<file path="src/rtl/prb_pkg.sv">
package prb_pkg;
  localparam int DW      = 32;
  localparam int BASE_LSB = 5;
  localparam int BASE_W  = DW - BASE_LSB;
  localparam int SIZE_W  = 5;
  localparam int AP_W    = 3;
  localparam int TEX_W   = 3;

  typedef enum logic [1:0] {
    SEL_RNUM = 2'd0,
    SEL_BASE = 2'd1,
    SEL_SIZE = 2'd2,
    SEL_ACL  = 2'd3
  } sel_e;

  typedef struct packed {
    logic             xn;
    logic [AP_W-1:0]  ap;
    logic [TEX_W-1:0] tex;
    logic             s;
    logic             c;
    logic             b;
  } acl_t;

  function automatic logic [DW-1:0] base_word(input logic [BASE_W-1:0] base);
    return {base, {BASE_LSB{1'b0}}};
  endfunction

  function automatic logic [DW-1:0] size_word(input logic [SIZE_W-1:0] code, input logic en);
    return {{(DW-SIZE_W-1){1'b0}}, code, en};
  endfunction

  function automatic logic [DW-1:0] acl_word(input acl_t a);
    return {19'd0, a.xn, 1'b0, a.ap, 2'b00, a.tex, a.s, a.c, a.b};
  endfunction

  function automatic acl_t acl_take(input logic [DW-1:0] w);
    acl_t a;
    a.xn  = w[12];
    a.ap  = w[10:8];
    a.tex = w[5:3];
    a.s   = w[2];
    a.c   = w[1];
    a.b   = w[0];
    return a;
  endfunction
endpackage

</file>
<file path="src/rtl/prb_index_reg.sv">
module prb_index_reg #(
  parameter int IDX_W = 4
) (
  input  logic             clk_i,
  input  logic             rst_ni,
  input  logic             wr_i,
  input  logic [IDX_W-1:0] wdata_i,
  output logic [IDX_W-1:0] idx_o
);
  always_ff @(posedge clk_i or negedge rst_ni) begin
    if (!rst_ni)   idx_o <= '0;
    else if (wr_i) idx_o <= wdata_i;
  end
endmodule

</file>
<file path="src/rtl/prb_region_slot.sv">
module prb_region_slot
  import prb_pkg::*;
(
  input  logic              clk_i,
  input  logic              rst_ni,
  input  logic              wr_base_i,
  input  logic              wr_size_i,
  input  logic              wr_acl_i,
  input  logic [DW-1:0]     wdata_i,
  output logic [BASE_W-1:0] base_o,
  output logic [SIZE_W-1:0] size_o,
  output logic              en_o,
  output acl_t              acl_o
);
  always_ff @(posedge clk_i or negedge rst_ni) begin
    if (!rst_ni) begin
      base_o <= '0;
      size_o <= '0;
      en_o   <= 1'b0;
      acl_o  <= '0;
    end else begin
      if (wr_base_i) base_o <= wdata_i[DW-1:BASE_LSB];
      if (wr_size_i) begin
        size_o <= wdata_i[SIZE_W:1];
        en_o   <= wdata_i[0];
      end
      if (wr_acl_i) acl_o <= acl_take(wdata_i);
    end
  end
endmodule

</file>
<file path="src/rtl/prb_read_mux.sv">
module prb_read_mux
  import prb_pkg::*;
#(
  parameter int NUM_REGIONS = 16,
  parameter int IDX_W       = 4
) (
  input  logic             rd_fire_i,
  input  sel_e             sel_i,
  input  logic [IDX_W-1:0] idx_i,
  input  logic [NUM_REGIONS-1:0] hit_i,
  input  logic [DW-1:0]    base_w_i [NUM_REGIONS],
  input  logic [DW-1:0]    size_w_i [NUM_REGIONS],
  input  logic [DW-1:0]    acl_w_i  [NUM_REGIONS],
  output logic [DW-1:0]    rdata_o
);
  always_comb begin
    rdata_o = '0;
    if (rd_fire_i) begin
      case (sel_i)
        SEL_RNUM: rdata_o = DW'(idx_i);
        SEL_BASE: for (int i = 0; i < NUM_REGIONS; i++) if (hit_i[i]) rdata_o = base_w_i[i];
        SEL_SIZE: for (int i = 0; i < NUM_REGIONS; i++) if (hit_i[i]) rdata_o = size_w_i[i];
        default:  for (int i = 0; i < NUM_REGIONS; i++) if (hit_i[i]) rdata_o = acl_w_i[i];
      endcase
    end
  end
endmodule

</file>
<file path="src/rtl/prot_region_bank.sv">
module prot_region_bank
  import prb_pkg::*;
#(
  parameter int NUM_REGIONS = 16
) (
  input  logic                          clk_i,
  input  logic                          rst_ni,
  input  logic                          acc_en_i,
  input  logic                          acc_wr_i,
  input  logic                          acc_priv_i,
  input  logic [1:0]                    acc_sel_i,
  input  logic [31:0]                   acc_wdata_i,
  output logic [31:0]                   acc_rdata_o,
  output logic                          acc_undef_o,
  output logic [NUM_REGIONS*27-1:0]     rgn_base_o,
  output logic [NUM_REGIONS*5-1:0]      rgn_size_o,
  output logic [NUM_REGIONS-1:0]        rgn_en_o,
  output logic [NUM_REGIONS*3-1:0]      rgn_ap_o,
  output logic [NUM_REGIONS-1:0]        rgn_xn_o
);
  localparam int IDX_W = (NUM_REGIONS > 1) ? $clog2(NUM_REGIONS) : 1;

  sel_e             sel;
  logic             acc_ok;
  logic             wr_fire;
  logic             rd_fire;
  logic [IDX_W-1:0] cur_idx;
  logic [NUM_REGIONS-1:0] sel_hit;
  logic [DW-1:0]    base_w [NUM_REGIONS];
  logic [DW-1:0]    size_w [NUM_REGIONS];
  logic [DW-1:0]    acl_w  [NUM_REGIONS];

  assign sel         = sel_e'(acc_sel_i);
  assign acc_ok      = acc_en_i & acc_priv_i;
  assign acc_undef_o = acc_en_i & ~acc_priv_i;
  assign wr_fire     = acc_ok & acc_wr_i;
  assign rd_fire     = acc_ok & ~acc_wr_i;

  prb_index_reg #(.IDX_W(IDX_W)) u_idx (
    .clk_i   (clk_i),
    .rst_ni  (rst_ni),
    .wr_i    (wr_fire && sel == SEL_RNUM),
    .wdata_i (acc_wdata_i[IDX_W-1:0]),
    .idx_o   (cur_idx)
  );

  for (genvar g = 0; g < NUM_REGIONS; g++) begin : g_rgn
    logic [BASE_W-1:0] base_q;
    logic [SIZE_W-1:0] size_q;
    logic              en_q;
    acl_t              acl_q;

    assign sel_hit[g] = (cur_idx == IDX_W'(g));

    prb_region_slot u_slot (
      .clk_i     (clk_i),
      .rst_ni    (rst_ni),
      .wr_base_i (wr_fire && sel_hit[g] && sel == SEL_BASE),
      .wr_size_i (wr_fire && sel_hit[g] && sel == SEL_SIZE),
      .wr_acl_i  (wr_fire && sel_hit[g] && sel == SEL_ACL),
      .wdata_i   (acc_wdata_i),
      .base_o    (base_q),
      .size_o    (size_q),
      .en_o      (en_q),
      .acl_o     (acl_q)
    );

    assign base_w[g] = base_word(base_q);
    assign size_w[g] = size_word(size_q, en_q);
    assign acl_w[g]  = acl_word(acl_q);

    assign rgn_base_o[g*BASE_W +: BASE_W] = base_q;
    assign rgn_size_o[g*SIZE_W +: SIZE_W] = size_q;
    assign rgn_en_o[g]                    = en_q;
    assign rgn_ap_o[g*AP_W +: AP_W]       = acl_q.ap;
    assign rgn_xn_o[g]                    = acl_q.xn;
  end

  prb_read_mux #(.NUM_REGIONS(NUM_REGIONS), .IDX_W(IDX_W)) u_rmux (
    .rd_fire_i (rd_fire),
    .sel_i     (sel),
    .idx_i     (cur_idx),
    .hit_i     (sel_hit),
    .base_w_i  (base_w),
    .size_w_i  (size_w),
    .acl_w_i   (acl_w),
    .rdata_o   (acc_rdata_o)
  );
endmodule

</file>
<file path="config.mk">
export PLATFORM = sky130hd
export DESIGN_NAME = prot_region_bank
export DESIGN_NICKNAME = d
export VERILOG_FILES = /design/src/rtl/prb_pkg.sv /design/src/rtl/prb_index_reg.sv /design/src/rtl/prb_region_slot.sv /design/src/rtl/prb_read_mux.sv /design/src/rtl/prot_region_bank.sv
export SDC_FILE = /design/constraint.sdc
export NUM_CORES = 1
export LEC_CHECK = 0
export BUFFER_PORTS_ARGS = -buffer_cell sky130_fd_sc_hd__buf_2
export CAP_MARGIN = 5
export CORE_UTILIZATION = 49
export DETAILED_ROUTE_END_ITERATION = 7
export GPL_ROUTABILITY_DRIVEN = 0
export PLACE_DENSITY = 0.72
export SLEW_MARGIN = 25
export SYNTH_ARGS = -nofsm -noshare
export SYNTH_HDL_FRONTEND = slang
export SYNTH_SLANG_ARGS = --single-unit
</file>
<file path="constraint.sdc">
create_clock -name clk_i -period 5.3 [get_ports clk_i]
set_clock_uncertainty 0.2 [all_clocks]
set_input_delay 0.795 -clock clk_i [delete_from_list [all_inputs] [get_ports clk_i]]
set_output_delay 0.795 -clock clk_i [all_outputs]
set_load 0.02 [all_outputs]
</file>
==> impl_metrics.py <==
metrics = {
    "status": {
        "status": "finished with violations",
        "violations": "design-rule violations, negative setup slack",
    },
    "synth": {
        "ys_top_cells_by_area": "dfrtp_1 (52%), mux2_2 (24%), buf_4 (2.5%)",
        "synth-main-ff-cell": "dfrtp_1",
        "synth-simple-area-share": 0.0552,
        "synthAdderAreaFrac": 0,
        "synth_area_um2": 33400,
        "yosysWarnings": 0,
        "synthTopCellsByCount": "mux2_2 (710), dfrtp_1 (692), o21ai_0 (114)",
        "synth_largest_area_cell": "dfrtp_1",
        "ys_ff_latch": 692,
        "synth_area_per_cell_um2": 12.7,
        "synth_top_family_by_area": "multiplexers",
        "netlist-cell-type-count": 80,
        "synthCells": 2630,
        "yosysMostFrequentCell": "mux2_2",
        "async_reset_ff_frac": 1.00,
        "synth_top_area_frac": 0.518,
        "synth_nets": 2669,
        "synth_compound_area_frac": 0.0951,
        "synth_edf_count": 0,
        "synth_xor_area_frac": 0,
        "synth_mux_area_frac": 0.278,
        "yosysSeqAreaShare": 0.518,
    },
    "timing": {
        "period_minus_slack_ns": 5.35,
        "slew_headroom": 0.195,
        "fin_crit_sh": 1.01,
        "drv_slew": 0,
        "setup-violations-final": 1,
        "finalHoldViolCount": 0,
        "setup_ws_ns": -0.0492,
        "rsz0062_at_grt": "no",
        "fmax_ghz": 0.187,
        "worst_pin_slew_ns": 1.20,
        "setup_tns_ns": -0.0492,
    },
    "route": {
        "drtIter0Drc": 4042,
        "vias": 28100,
        "ant_nets": 0,
        "drc": 38,
        "dr.pass1.iters": 8,
        "wl_per_cell_um": 36.6,
        "drt-total-wl_um": 150000,
        "routed_via_density": 6.86,
    },
    "clocking": {
        "numCtsBuffers": 74,
        "htreeDepth": 3,
        "cts.sinks": 692,
        "clk_pin_slew_ns": 0.06,
        "holdBufCountCts": 0,
        "cts_root_buffer": "clkbuf_16",
        "cts_tree": "done",
        "clock_path_buffers": 3,
        "clk_latency_ns": 0.66,
    },
    "floorplanning": {
        "start_util": 0.496,
        "rows": 95,
        "dieArea_um2": 69200,
        "core_area_um2": 67300,
        "ios": 664,
        "die_height_um": 263,
        "dieWidth_um": 263,
    },
    "power": {
        "p_per_area_nw_per_um2": 375,
        "p_leak_nw": 20.4,
        "total_power_mw": 14.8,
        "peakVddDrop_mv": 0.276,
    },
    "global_routing": {
        "grt_overflow_total": 0,
        "grt_pass1_wl_um": 212000,
        "grt_max_degree": 118,
        "grt_pass1_vias": 28300,
        "track_usage": 0.426,
        "antenna_found_initial": 5,
    },
    "setup_path": {
        "critPathKind": "flop to output pin",
        "worstPathRequired_ns": 4.30,
        "crit_path_top_delay_cell": "nor2b_1",
        "path_cells": "buf_4 -> nor2b_1 -> a21oi_1 -> o31ai_1 -> nand3_1 -> a32oi_1 -> buf_2",
        "critPathMaxStageDelay_ns": 0.95,
        "cp-start-kind": "flop",
        "r2r_setup_slack_ns": 1.22,
        "cp.arrival_ns": 4.35,
        "endpoint_kind": "output pin",
        "crit_fanout": 36,
    },
    "final_layout": {
        "finalInstanceArea_um2": 39400,
        "layout.cells.non_filler": 4088,
        "drive_above_1_share": 0.516,
        "multi_input_area_um2": 14400,
        "syn2layout_area_growth_pct": 17.9,
        "final_nets": 3199,
        "fillerInstances": 5520,
        "regArea_um2": 17300,
    },
    "placement": {
        "io_buffers": 663,
        "place_inst": 3957,
        "place_ws_ns": 0.876,
        "placed_area_um2": 36900,
        "dp_hpwl_um": 106000,
    },
    "run": {
        "drv_cap": 0,
    },
    "worst_hold_path": {
        "hold_path.class": "primary input to asynchronous set/reset pin",
    },
}
## flip-flops by register name (all words and copies together), names as in the netlist
register / count
g_rgn.u_slot.en_o: 16
g_rgn.u_slot.base_o: 432
g_rgn.u_slot.acl_o: 160
g_rgn.u_slot.size_o: 80
u_idx.idx_o: 4
## kinds of logic (layout without fill, tap and decap cells)
logic type	after synthesis	in the layout
and+or+nand+nor	349	349
AOI/OAI and AO/OA	480	480
other	0	2
DFF	692	692
buffers and inverters	304	887
muxes	805	805
## power breakdown
group | switching [mW] | total, mW | internal, mW
Combinational | 2.44 | 3.49 | 1.05
Sequential | 0.401 | 6.00 | 5.60
Clock | 2.27 | 5.28 | 3.01
## routing by layer
layer	track usage	up-vias	wire length [µm]
li1	-	10700	-
met1	0.495	14200	49900
met2	0.651	2394	66600
met3	0.161	728	20200
met4	0.299	6	13100
met5	0	-	39
## through the flow
stage / hold slack, ns / utilization
floorplan: 0.272 / -
finish: 0.0224 / 0.585
detailed placement: 0.288 / 0.548
global placement: 0.283 / 0.548
global route: 0.0839 / 0.585
CTS: 0.0652 / 0.585
## cell usage in the layout, fill, tap and decap left out, types with 37 or more instances in the layout
cell         n
a221oi_1    38
a22oi_1     37
nand2_1     99
clkbuf_16   75
buf_2      662
mux2_2     710
buf_4       73
o22ai_1     42
dfrtp_1    688
mux2i_1     57
o21ai_0    114
a21oi_1    110
nor2_1      97
## layout make-up
class                   instances  area share
clock buffers                 108      0.0551
clock inverters                21     0.00709
well taps                     873      0.0277
multi-input cells            1634       0.365
inverters                      13     0.00124
flip-flops and latches        692       0.440
diodes                          2    0.000127
repair buffers                745       0.103
## repair_timing
action                                  4_1_cts  5_1_grt
buffers inserted                              0        0
endpoints found under the hold margin         0        0
endpoints found under the setup margin        0        1
gates resized for setup                       0        1
## worst paths after layout
check	depth (start not counted)	to	startpoint
worst max-delay path	7	acc_rdata_o[1]	u_idx.idx_o[2]$_DFFE_PN0P_
worst min-delay path	1	g_rgn[0].u_slot.acl_o[8]$_DFFE_PN0P_	rst_ni
worst max register to register	6	g_rgn[7].u_slot.base_o[11]$_DFFE_PN0P_	u_idx.idx_o[0]$_DFFE_PN0P_
worst min register to register	1	g_rgn[9].u_slot.acl_o[3]$_DFFE_PN0P_	g_rgn[9].u_slot.acl_o[3]$_DFFE_PN0P_
max in group asynchronous	2	g_rgn[14].u_slot.base_o[18]$_DFFE_PN0P_	rst_ni
min in group clk_i	1	g_rgn[9].u_slot.acl_o[3]$_DFFE_PN0P_	g_rgn[9].u_slot.acl_o[3]$_DFFE_PN0P_
## critical path, delay by kind of cell (launching register included)
family                 cells  cell delay (ns)
AOI/OAI and AO/OA          3             1.09
DFF                        1             0.70
and+or+nand+nor            2             1.10
buffers and inverters      2             0.77
Note: power is estimated with default switching activity, not from simulation.
